[src/rtl/tmr_acc_pkg.sv]
// Shared types and constants for the timer access trap decoder.
// Assumes the control register has at most 32 live bits and that the
// field positions below are fixed by the software-visible layout.
package tmr_acc_pkg;

    localparam int CTL_W_DEF  = 64;
    localparam int LIVE_W_DEF = 20;
    localparam int SYN_W      = 6;

    // access class codes presented by the decode stage
    typedef enum logic [3:0] {
        AC_PCNT  = 4'd0,
        AC_VCNT  = 4'd1,
        AC_PTMR  = 4'd2,
        AC_VTMR  = 4'd3,
        AC_FREQ  = 4'd4,
        AC_NPTMR = 4'd5,
        AC_NVTMR = 4'd6,
        AC_HCTL  = 4'd7,
        AC_KCTL  = 4'd8
    } acc_cls_e;

    // control field positions (layout-dependent meaning)
    localparam int F_NEST_VT = 16;
    localparam int F_NEST_PT = 15;
    localparam int F_VCNT_TR = 14;
    localparam int F_VTMR_TR = 13;
    localparam int F_L1_PTEN = 11;
    localparam int F_L1_PCEN = 10;
    localparam int F_L0_PTEN = 9;
    localparam int F_L0_VTEN = 8;
    localparam int F_VCNT_EN = 1;   // host: level0 virt counter; non-host: phys timer
    localparam int F_PCNT_EN = 0;   // host: level0 phys counter; non-host: phys counter

    localparam int HOLE_LO = 8;
    localparam int HOLE_HI = 11;

    localparam logic [SYN_W-1:0] SYN_SYSACC   = 6'h18;
    localparam logic [2:0]       NEST_TRAP_PAT = 3'b101;

endpackage

[src/rtl/tmr_ctl_reg.sv]
// Hypervisor timer control register.
// Holds LIVE_W bits; bits above read zero. In the non-host layout the hole
// bits keep their stored value on a write and read as zero.
// Assumes: we is already qualified by the access decision.
module tmr_ctl_reg
    import tmr_acc_pkg::*;
#(
    parameter int CTL_W  = CTL_W_DEF,
    parameter int LIVE_W = LIVE_W_DEF,
    parameter logic [LIVE_W-1:0] RST_VAL = '0
) (
    input  logic              clk,
    input  logic              rst_n,
    input  logic              we,
    input  logic              host,
    input  logic [CTL_W-1:0]  wdata,
    output logic [LIVE_W-1:0] fields,
    output logic [CTL_W-1:0]  rdata
);

    localparam int HOLE_N = HOLE_HI - HOLE_LO + 1;
    localparam logic [LIVE_W-1:0] HOLE_MASK =
        ((LIVE_W'(1) << HOLE_N) - LIVE_W'(1)) << HOLE_LO;

    logic [LIVE_W-1:0] q;
    logic [LIVE_W-1:0] keep_mask;
    logic [LIVE_W-1:0] view;

    // pick which stored bits survive a write
    always_comb begin
        keep_mask = host ? '0 : HOLE_MASK;
    end

    // register update with synchronous active-low reset
    always_ff @(posedge clk) begin
        if (!rst_n) begin
            q <= RST_VAL;
        end else if (we) begin
            q <= (wdata[LIVE_W-1:0] & ~keep_mask) | (q & keep_mask);
        end
    end

    // layout-dependent read view
    always_comb begin
        view = host ? q : (q & ~HOLE_MASK);
    end

    assign fields = q;

    generate
        if (CTL_W > LIVE_W) begin : g_pad
            logic unused_hi_bits;
            assign unused_hi_bits = ^wdata[CTL_W-1:LIVE_W];
            assign rdata = {{(CTL_W-LIVE_W){1'b0}}, view};
        end else begin : g_full
            assign rdata = view;
        end
    endgenerate

endmodule

[src/rtl/tmr_trap_eval.sv]
// Trap condition evaluator.
// Combinational: from the context flags, access class and the stored
// control fields, decide whether the access requests a trap to the
// hypervisor. Assumes the undefined check is applied separately with
// higher priority.
module tmr_trap_eval
    import tmr_acc_pkg::*;
#(
    parameter int LIVE_W = LIVE_W_DEF
) (
    input  logic [1:0]        lvl,
    input  logic              hyp_en,
    input  logic              host,
    input  logic              tg,
    input  logic [2:0]        nest,
    input  acc_cls_e          cls,
    input  logic [LIVE_W-1:0] c,
    output logic              trap_req
);

    logic low_lvl;
    logic lvl0;
    logic lvl1;
    logic nest_hit;
    logic raw;
    logic unused_ctl;

    assign unused_ctl = ^{c[LIVE_W-1:F_NEST_VT+1], c[12], c[7:2]};

    // level and nesting qualifiers
    always_comb begin
        low_lvl  = (lvl <= 2'd1);
        lvl0     = (lvl == 2'd0);
        lvl1     = (lvl == 2'd1);
        nest_hit = lvl1 && !tg && (nest == NEST_TRAP_PAT);
    end

    // per-class trap condition
    always_comb begin
        raw = 1'b0;
        unique case (cls)
            AC_PCNT:  raw = host ? (tg ? (lvl0 && !c[F_PCNT_EN])
                                       : (low_lvl && !c[F_L1_PCEN]))
                                 : (low_lvl && !c[F_PCNT_EN]);
            AC_VCNT:  raw = (low_lvl && c[F_VCNT_TR] && !tg)
                          || (host && tg && lvl0 && !c[F_VCNT_EN]);
            AC_PTMR:  raw = host ? (tg ? (lvl0 && !c[F_L0_PTEN])
                                       : (low_lvl && !c[F_L1_PTEN]))
                                 : (low_lvl && !c[F_VCNT_EN]);
            AC_VTMR:  raw = (low_lvl && c[F_VTMR_TR] && !(host && tg))
                          || (host && tg && lvl0 && !c[F_L0_VTEN]);
            AC_FREQ:  raw = host && tg && lvl0
                          && (!c[F_PCNT_EN] || !c[F_VCNT_EN]);
            AC_NPTMR: raw = nest_hit && c[F_NEST_PT];
            AC_NVTMR: raw = nest_hit && c[F_NEST_VT];
            AC_HCTL:  raw = lvl1 && nest[0];
            default:  raw = 1'b0;
        endcase
    end

    // hypervisor level gates every trap
    assign trap_req = hyp_en && raw;

endmodule

[src/rtl/tmr_acc_route.sv]
// Register routing and undefined-encoding check.
// Combinational: flags encodings that are undefined at the current level,
// detects the kernel alias redirect and says whether the access targets the
// hypervisor control register. Assumes class codes from tmr_acc_pkg.
module tmr_acc_route
    import tmr_acc_pkg::*;
(
    input  logic [1:0] lvl,
    input  logic       hyp_en,
    input  logic       host,
    input  logic       nest_lo,
    input  acc_cls_e   cls,
    output logic       undef_req,
    output logic       redir,
    output logic       hits_hyp
);

    logic lvl0;
    logic lvl1;

    // level qualifiers
    always_comb begin
        lvl0 = (lvl == 2'd0);
        lvl1 = (lvl == 2'd1);
    end

    // undefined encodings per class and level
    always_comb begin
        undef_req = 1'b0;
        unique case (cls)
            AC_PCNT, AC_VCNT, AC_PTMR, AC_VTMR, AC_FREQ:
                undef_req = 1'b0;
            AC_NPTMR, AC_NVTMR, AC_KCTL:
                undef_req = lvl0;
            AC_HCTL:
                undef_req = lvl0 || (lvl1 && !(hyp_en && nest_lo));
            default:
                undef_req = 1'b1;
        endcase
    end

    // alias redirect and target selection
    always_comb begin
        redir    = (cls == AC_KCTL) && (lvl == 2'd2) && host;
        hits_hyp = (cls == AC_HCTL) || redir;
    end

endmodule

[src/rtl/tmr_acc_gate.sv]
// Timer access trap decoder, top level.
// Combines the undefined check, trap evaluation and routing into one
// outcome per access (undef > trap > allow), and owns the control register.
// Assumes one access per cycle; outcomes are combinational.
module tmr_acc_gate
    import tmr_acc_pkg::*;
#(
    parameter int CTL_W  = CTL_W_DEF,
    parameter int LIVE_W = LIVE_W_DEF
) (
    input  logic             clk,
    input  logic             rst_n,
    input  logic             acc_valid,
    input  logic [1:0]       acc_lvl,
    input  logic             hyp_en,
    input  logic             host_kern,
    input  logic             trap_gen,
    input  logic [2:0]       nest_flags,
    input  logic [3:0]       acc_class,
    input  logic             acc_write,
    input  logic [CTL_W-1:0] acc_wdata,
    output logic             acc_allow,
    output logic             acc_trap,
    output logic             acc_undef,
    output logic [5:0]       trap_syn,
    output logic             redir_hyp,
    output logic [CTL_W-1:0] ctl_rdata
);

    acc_cls_e          cls;
    logic [LIVE_W-1:0] fields;
    logic              trap_req;
    logic              undef_req;
    logic              redir;
    logic              hits_hyp;
    logic              ctl_we;

    assign cls = acc_cls_e'(acc_class);

    tmr_trap_eval #(.LIVE_W(LIVE_W)) u_trap (
        .lvl      (acc_lvl),
        .hyp_en   (hyp_en),
        .host     (host_kern),
        .tg       (trap_gen),
        .nest     (nest_flags),
        .cls      (cls),
        .c        (fields),
        .trap_req (trap_req)
    );

    tmr_acc_route u_route (
        .lvl       (acc_lvl),
        .hyp_en    (hyp_en),
        .host      (host_kern),
        .nest_lo   (nest_flags[0]),
        .cls       (cls),
        .undef_req (undef_req),
        .redir     (redir),
        .hits_hyp  (hits_hyp)
    );

    // outcome priority: undefined, then trap, then allow
    always_comb begin
        acc_undef = acc_valid && undef_req;
        acc_trap  = acc_valid && !undef_req && trap_req;
        acc_allow = acc_valid && !undef_req && !trap_req;
        trap_syn  = acc_trap ? SYN_SYSACC : '0;
        redir_hyp = acc_valid && redir;
        ctl_we    = acc_allow && acc_write && hits_hyp;
    end

    tmr_ctl_reg #(.CTL_W(CTL_W), .LIVE_W(LIVE_W)) u_ctl (
        .clk    (clk),
        .rst_n  (rst_n),
        .we     (ctl_we),
        .host   (host_kern),
        .wdata  (acc_wdata),
        .fields (fields),
        .rdata  (ctl_rdata)
    );

endmodule

[config.mk]
export PLATFORM = sky130hd
export DESIGN_NAME = tmr_acc_gate
export DESIGN_NICKNAME = d
export VERILOG_FILES = /design/src/rtl/tmr_acc_pkg.sv /design/src/rtl/tmr_ctl_reg.sv /design/src/rtl/tmr_trap_eval.sv /design/src/rtl/tmr_acc_route.sv /design/src/rtl/tmr_acc_gate.sv
export SDC_FILE = /design/constraint.sdc
export NUM_CORES = 1
export LEC_CHECK = 0
export BUFFER_PORTS_ARGS = -buffer_cell sky130_fd_sc_hd__buf_2
export CAP_MARGIN = 15
export CORE_MARGIN = 8
export CORE_UTILIZATION = 42
export CTS_BUF_LIST = sky130_fd_sc_hd__clkbuf_8
export DETAILED_ROUTE_END_ITERATION = 8
export GPL_TIMING_DRIVEN = 0
export PLACE_DENSITY = 0.95
export SYNTH_ARGS = -nofsm -noshare
export SYNTH_HDL_FRONTEND = slang
export SYNTH_SLANG_ARGS = --single-unit
[constraint.sdc]
create_clock -name clk -period 2.7 [get_ports clk]
set_input_delay 0.135 -clock clk [delete_from_list [all_inputs] [get_ports clk]]
set_output_delay 0.135 -clock clk [all_outputs]
set_load 0.03 [all_outputs]
Yosys cells after proc, flatten, opt, wreduce, memory -nomap -nowiden:

Cells that the tools add are included.

* input port bits: 80
* register bits: 20
* output and inout port bits: 74

* muxes and demuxes: 9
* bitwise logic cells: 4
* order comparisons: 1
* reductions and logical operators: 52
* equal/unequal tests: 11

Operators with widths (count)
* $logic_and A1 B1 Y1: 32
* $mux W12: 2
* $and A20 B12 Y20: 1
* $and A20 B20 Y20: 1
* $not A20 Y20: 1
* $or A20 B20 Y20: 1
* $eq A4 B3 Y1 const B: 4
* $logic_not A1 Y1: 11
* $eq A4 B2 Y1 const B: 2
* $pmux W1 S8: 1
* $logic_or A1 B1 Y1: 5
* $mux W5: 1
* $reduce_or A5 Y1: 1
* $eq A4 B1 Y1 const B: 1
* $eq A4 B4 Y1 const B: 1
* $logic_not A4 Y1: 1
* $mux W1: 4
* $eq A3 B3 Y1 const B: 1
* $pmux W1 S3: 1
* $reduce_or A3 Y1: 1
* $eq A2 B1 Y1 const B: 1
* $eq A2 B2 Y1 const B: 1
* $le A2 B1 Y1 const B: 1
* $logic_not A2 Y1: 1

Longest topological paths before layout:

* word-level depth: 10
* mapped depth: 9

Cells and area by module:

A second synthesis with hierarchy kept.

* cells, all modules: 191
* area total of the unflattened synthesis: 1636.6 µm²

Modules (own cells, without submodules)
* tmr_ctl_reg: sequential area each 400.4 µm², cells an instance 134, area an instance 1239.9 µm², instances 1
* tmr_trap_eval: sequential area each 0.0 µm², cells an instance 32, area an instance 220.2 µm², instances 1
* tmr_acc_gate: sequential area each 0.0 µm², cells an instance 12, area an instance 92.6 µm², instances 1
* tmr_acc_route: sequential area each 0.0 µm², cells an instance 13, area an instance 83.8 µm², instances 1

Worst setup path after synthesis:

Ideal clock, no wire load.

* path kind: reg2out
* from: register (tool-made name)
* to: output trap_syn[3]
* required time: 2565 ps
* buffers on the path: 1
* slack: 918 ps
* stages on the path, launching flop included: 7
* arrival: 1647 ps
* path through: dfxtp_1 o21ai_0 a21oi_1 o311ai_1 a221oi_2 nor2_1 buf_4

RTL lines
* end: declaration: line tmr_acc_gate.sv:25 `output logic [5:0] trap_syn,`

Worst setup path after layout:

* from: register u_ctl.q[0], in the netlist u_ctl.fields[0]
* to: register u_ctl.q[18], in the netlist u_ctl.fields[18]

* word-level cells in the longest chain between the ends: 10
* elaborated cells on any way between the ends: 13

RTL lines
* start: declaration: line tmr_ctl_reg.sv:25 `logic [LIVE_W-1:0] q;`
* start signal: assignment: line tmr_ctl_reg.sv:39 `q <= (wdata[LIVE_W-1:0] & ~keep_mask) | (q & keep_mask);`
* $logic_not A1 Y1 (*): line tmr_trap_eval.sv:42, tmr_trap_eval.sv:44, tmr_trap_eval.sv:53
* $logic_and A1 B1 Y1: line tmr_trap_eval.sv:42 `AC_PCNT: raw = host ? (tg ? (lvl0 && !c[F_PCNT_EN])`
* $mux W1 (2 in series): line tmr_trap_eval.sv:42
* $pmux W1 S8 (*): line tmr_trap_eval.sv:41 `unique case (cls)`
* $logic_and A1 B1 Y1 (*): line tmr_trap_eval.sv:62 `assign trap_req = hyp_en && raw;`
* $logic_not A1 Y1 (*): line tmr_acc_gate.sv:66 `acc_allow = acc_valid && !undef_req && !trap_req;`
* $logic_and A1 B1 Y1 (*): line tmr_acc_gate.sv:66
* $logic_and A1 B1 Y1 (*) (2 in series): line tmr_acc_gate.sv:69 `ctl_we = acc_allow && acc_write && hits_hyp;`

Mark *: on every way between the ends. The rest lies on a longest branch, timed or not.
A chain may end at the register's enable or synchronous reset.

==> impl_metrics.ini <==
[run_status]
outcome = finished, final reports clean

[cts]
clk_latency_ns = 0.25
cts.path.max_buffers = 2
post-cts-setup-buffers = 0
cts_tree = yes
cts_root_buf = clkbuf_8
clkSinkCount = 20
cts_buffers = 3
h-tree-depth = 1
clkSlewWorstSetupHoldPaths_ns = 0.07
cts_resized = 0
hold_buffers = 0

[power_and_ir_drop]
power-per-cell-area_mw_per_mm2 = 333
leakagePower_nw = 1.23
total_power_mw = 0.761
ir_worst_vdd_v = 0.000200

[detailed_routing]
antenna_left = 0
totalWireLength_um = 4170
drt_first_pass_iters = 4
vias = 1528
drtIter0Drc = 31
viasPerCell = 4.09
post_drt_wl_per_cell_um = 11.1
drc_errors = 0

[sta]
skew_ns = 0.00121
maxSlewViolCount = 0
min_period_over_period_pct = 72.1
min_period_ns = 1.95
holdWs_ns = 0.121
fin_ws_ns = 0.754
hold_viol = 0
rsz0062_at_grt = false
fin_setup_tns_ns = 0
final-setup-viol-count = 0
fmax_mhz = 514

[yosys]
synth_cell_types = 35
ys_seq_area_share_pct = 23.6
async_reset_ff_share_pct = 0
syn-cell-area_mm2 = 0.00170
synth_flop_cell = dfxtp_1
synth_edf_count = 0
ys.warnings.count = 0
synth_seq_cells = 20
syn_area_per_cell_um2 = 7.90
synth_cells = 215

[global_routing]
grt_usage_pct = 12.2
overflow = 0
grt_pass1_vias = 1461
grt_pass1_wl_um = 6560
grt_max_degree = 12
grt_antenna_before_repair = 0

[final_layout]
final_nets = 405
n_antenna_cell = 0
fin_area_mm2 = 0.00228
layout-drive-gt1-share_pct = 42.0
fin_cells = 374
syn_to_final_growth_pct = 34.4
final_util_pct = 57.9

[setup_path]
worst_r2r_path_depth = 8
cp.required_ns = 2.87
end_kind = flip-flop
reg2reg_from = u_ctl.fields[0]
critPathArrivalTime_ns = 2.12
criticalPathCategory = flip-flop to flip-flop
reg2reg_to = u_ctl.fields[18]
endpoint = u_ctl.fields[18]
r2r_slack_ns = 0.75
crit_fanout = 10
cp-startpoint = u_ctl.fields[0]
start_kind = flip-flop

[floorplan]
start_util_pct = 43.1
die_h_um = 79.6
die_area_mm2 = 0.00634
die_w_um = 79.6
core_mm2 = 0.00394
rows = 23
ios = 154

[place]
place.gp.congestion = 0.814
dpl_cell_area_mm2 = 0.00223
detailedPlacementHpwl_um = 3650
placed_cells = 370
portBuffers = 58
place_ws_ns = 0.760

[min_path]
hold_path_class = input port to flip-flop

[run]
cap_viol_max_count = 0
## per-layer routing
metal / wire length (um) / part of all wire (%) / global-route usage (%)
met3: 467 / 11 / 3.94
met5: 0 / 0 / 0
met2: 2170 / 52 / 23.4
met1: 1530 / 37 / 12.8
met4: 0 / 0 / 1.67
## worst min-delay path by stage
stage | cells after the start | to | startpoint | slack [ns]
4_1_cts | 3 | u_ctl.fields[16] | acc_wdata[16] | 0.12
6_report | 3 | u_ctl.fields[2] | acc_wdata[2] | 0.12
3_5_place_dp | 3 | u_ctl.fields[16] | acc_wdata[16] | 0.39
2_1_floorplan | 2 | u_ctl.fields[12] | acc_wdata[12] | 0.28
5_1_grt | 3 | u_ctl.fields[16] | acc_wdata[16] | 0.12
3_3_place_gp | 3 | u_ctl.fields[16] | acc_wdata[16] | 0.38
## logic make-up after synthesis
family | share of synthesized area, %
DFF | 23.6
and+or+nand+nor | 22.3
buffers and inverters | 34.6
other | 0.221
muxes | 11.8
AOI/OAI and AO/OA | 7.51
## power by group
group	internal [mW]	switching [mW]	leakage, nW	total, mW
logic	0.0901	0.150	1.04	0.240
registers	0.296	0.000906	0.161	0.297
clock network	0.129	0.0944	0.0288	0.224
## Yosys cell counts (3+ instances only)
cell type   n  area, um^2
nor3b_1     3        22.5
nand2_1    42         158
nor2_1      8        30.0
and2_1      5        31.3
nor2b_1     5        31.3
clkbuf_1    4        15.0
buf_6       3        33.8
dfxtp_1    20         400
buf_4      67         503
mux2i_1    20         200
o21ai_1     5        25.0
inv_1       3        11.3
## cells in the final DEF (no fill, tap or decap), types with 2 or more instances in the layout
cell type | netlist | final
o21ai_1 | 5 | 5
a21boi_0 | 2 | 2
nor2_1 | 8 | 8
nor2b_1 | 5 | 5
inv_1 | 3 | 3
nand4_1 | 2 | 2
mux2i_1 | 20 | 20
clkbuf_8 | 0 | 4
nand2b_1 | 2 | 2
buf_6 | 3 | 3
a21oi_1 | 2 | 2
nor3b_1 | 3 | 3
nand2_1 | 42 | 42
nor4bb_1 | 2 | 2
conb_1 | 1 | 48
o21ai_0 | 2 | 2
buf_2 | 1 | 59
nor3_1 | 2 | 2
clkbuf_1 | 4 | 4
buf_4 | 67 | 67
and2_1 | 5 | 5
dfxtp_1 | 20 | 20
## critical path, stage by stage, from the launching register on
cell,delay [ns]
dfxtp_1,0.41
nor3b_1,0.09
o211ai_2,0.16
o311ai_1,0.13
a221oi_2,0.31
and3b_1,0.23
buf_6,0.16
buf_12,0.15
mux2i_1,0.21
## final cells by class
class | count | area, um^2
inverters | 3 | 11.3
fillers | 367 | 1660
flip-flops and latches | 20 | 400
multi-input cells | 163 | 887
plain buffers | 76 | 577
clock buffers | 4 | 55.1
repair buffers | 58 | 290
well taps | 50 | 62.6
Power figures use the tool's default switching activity.
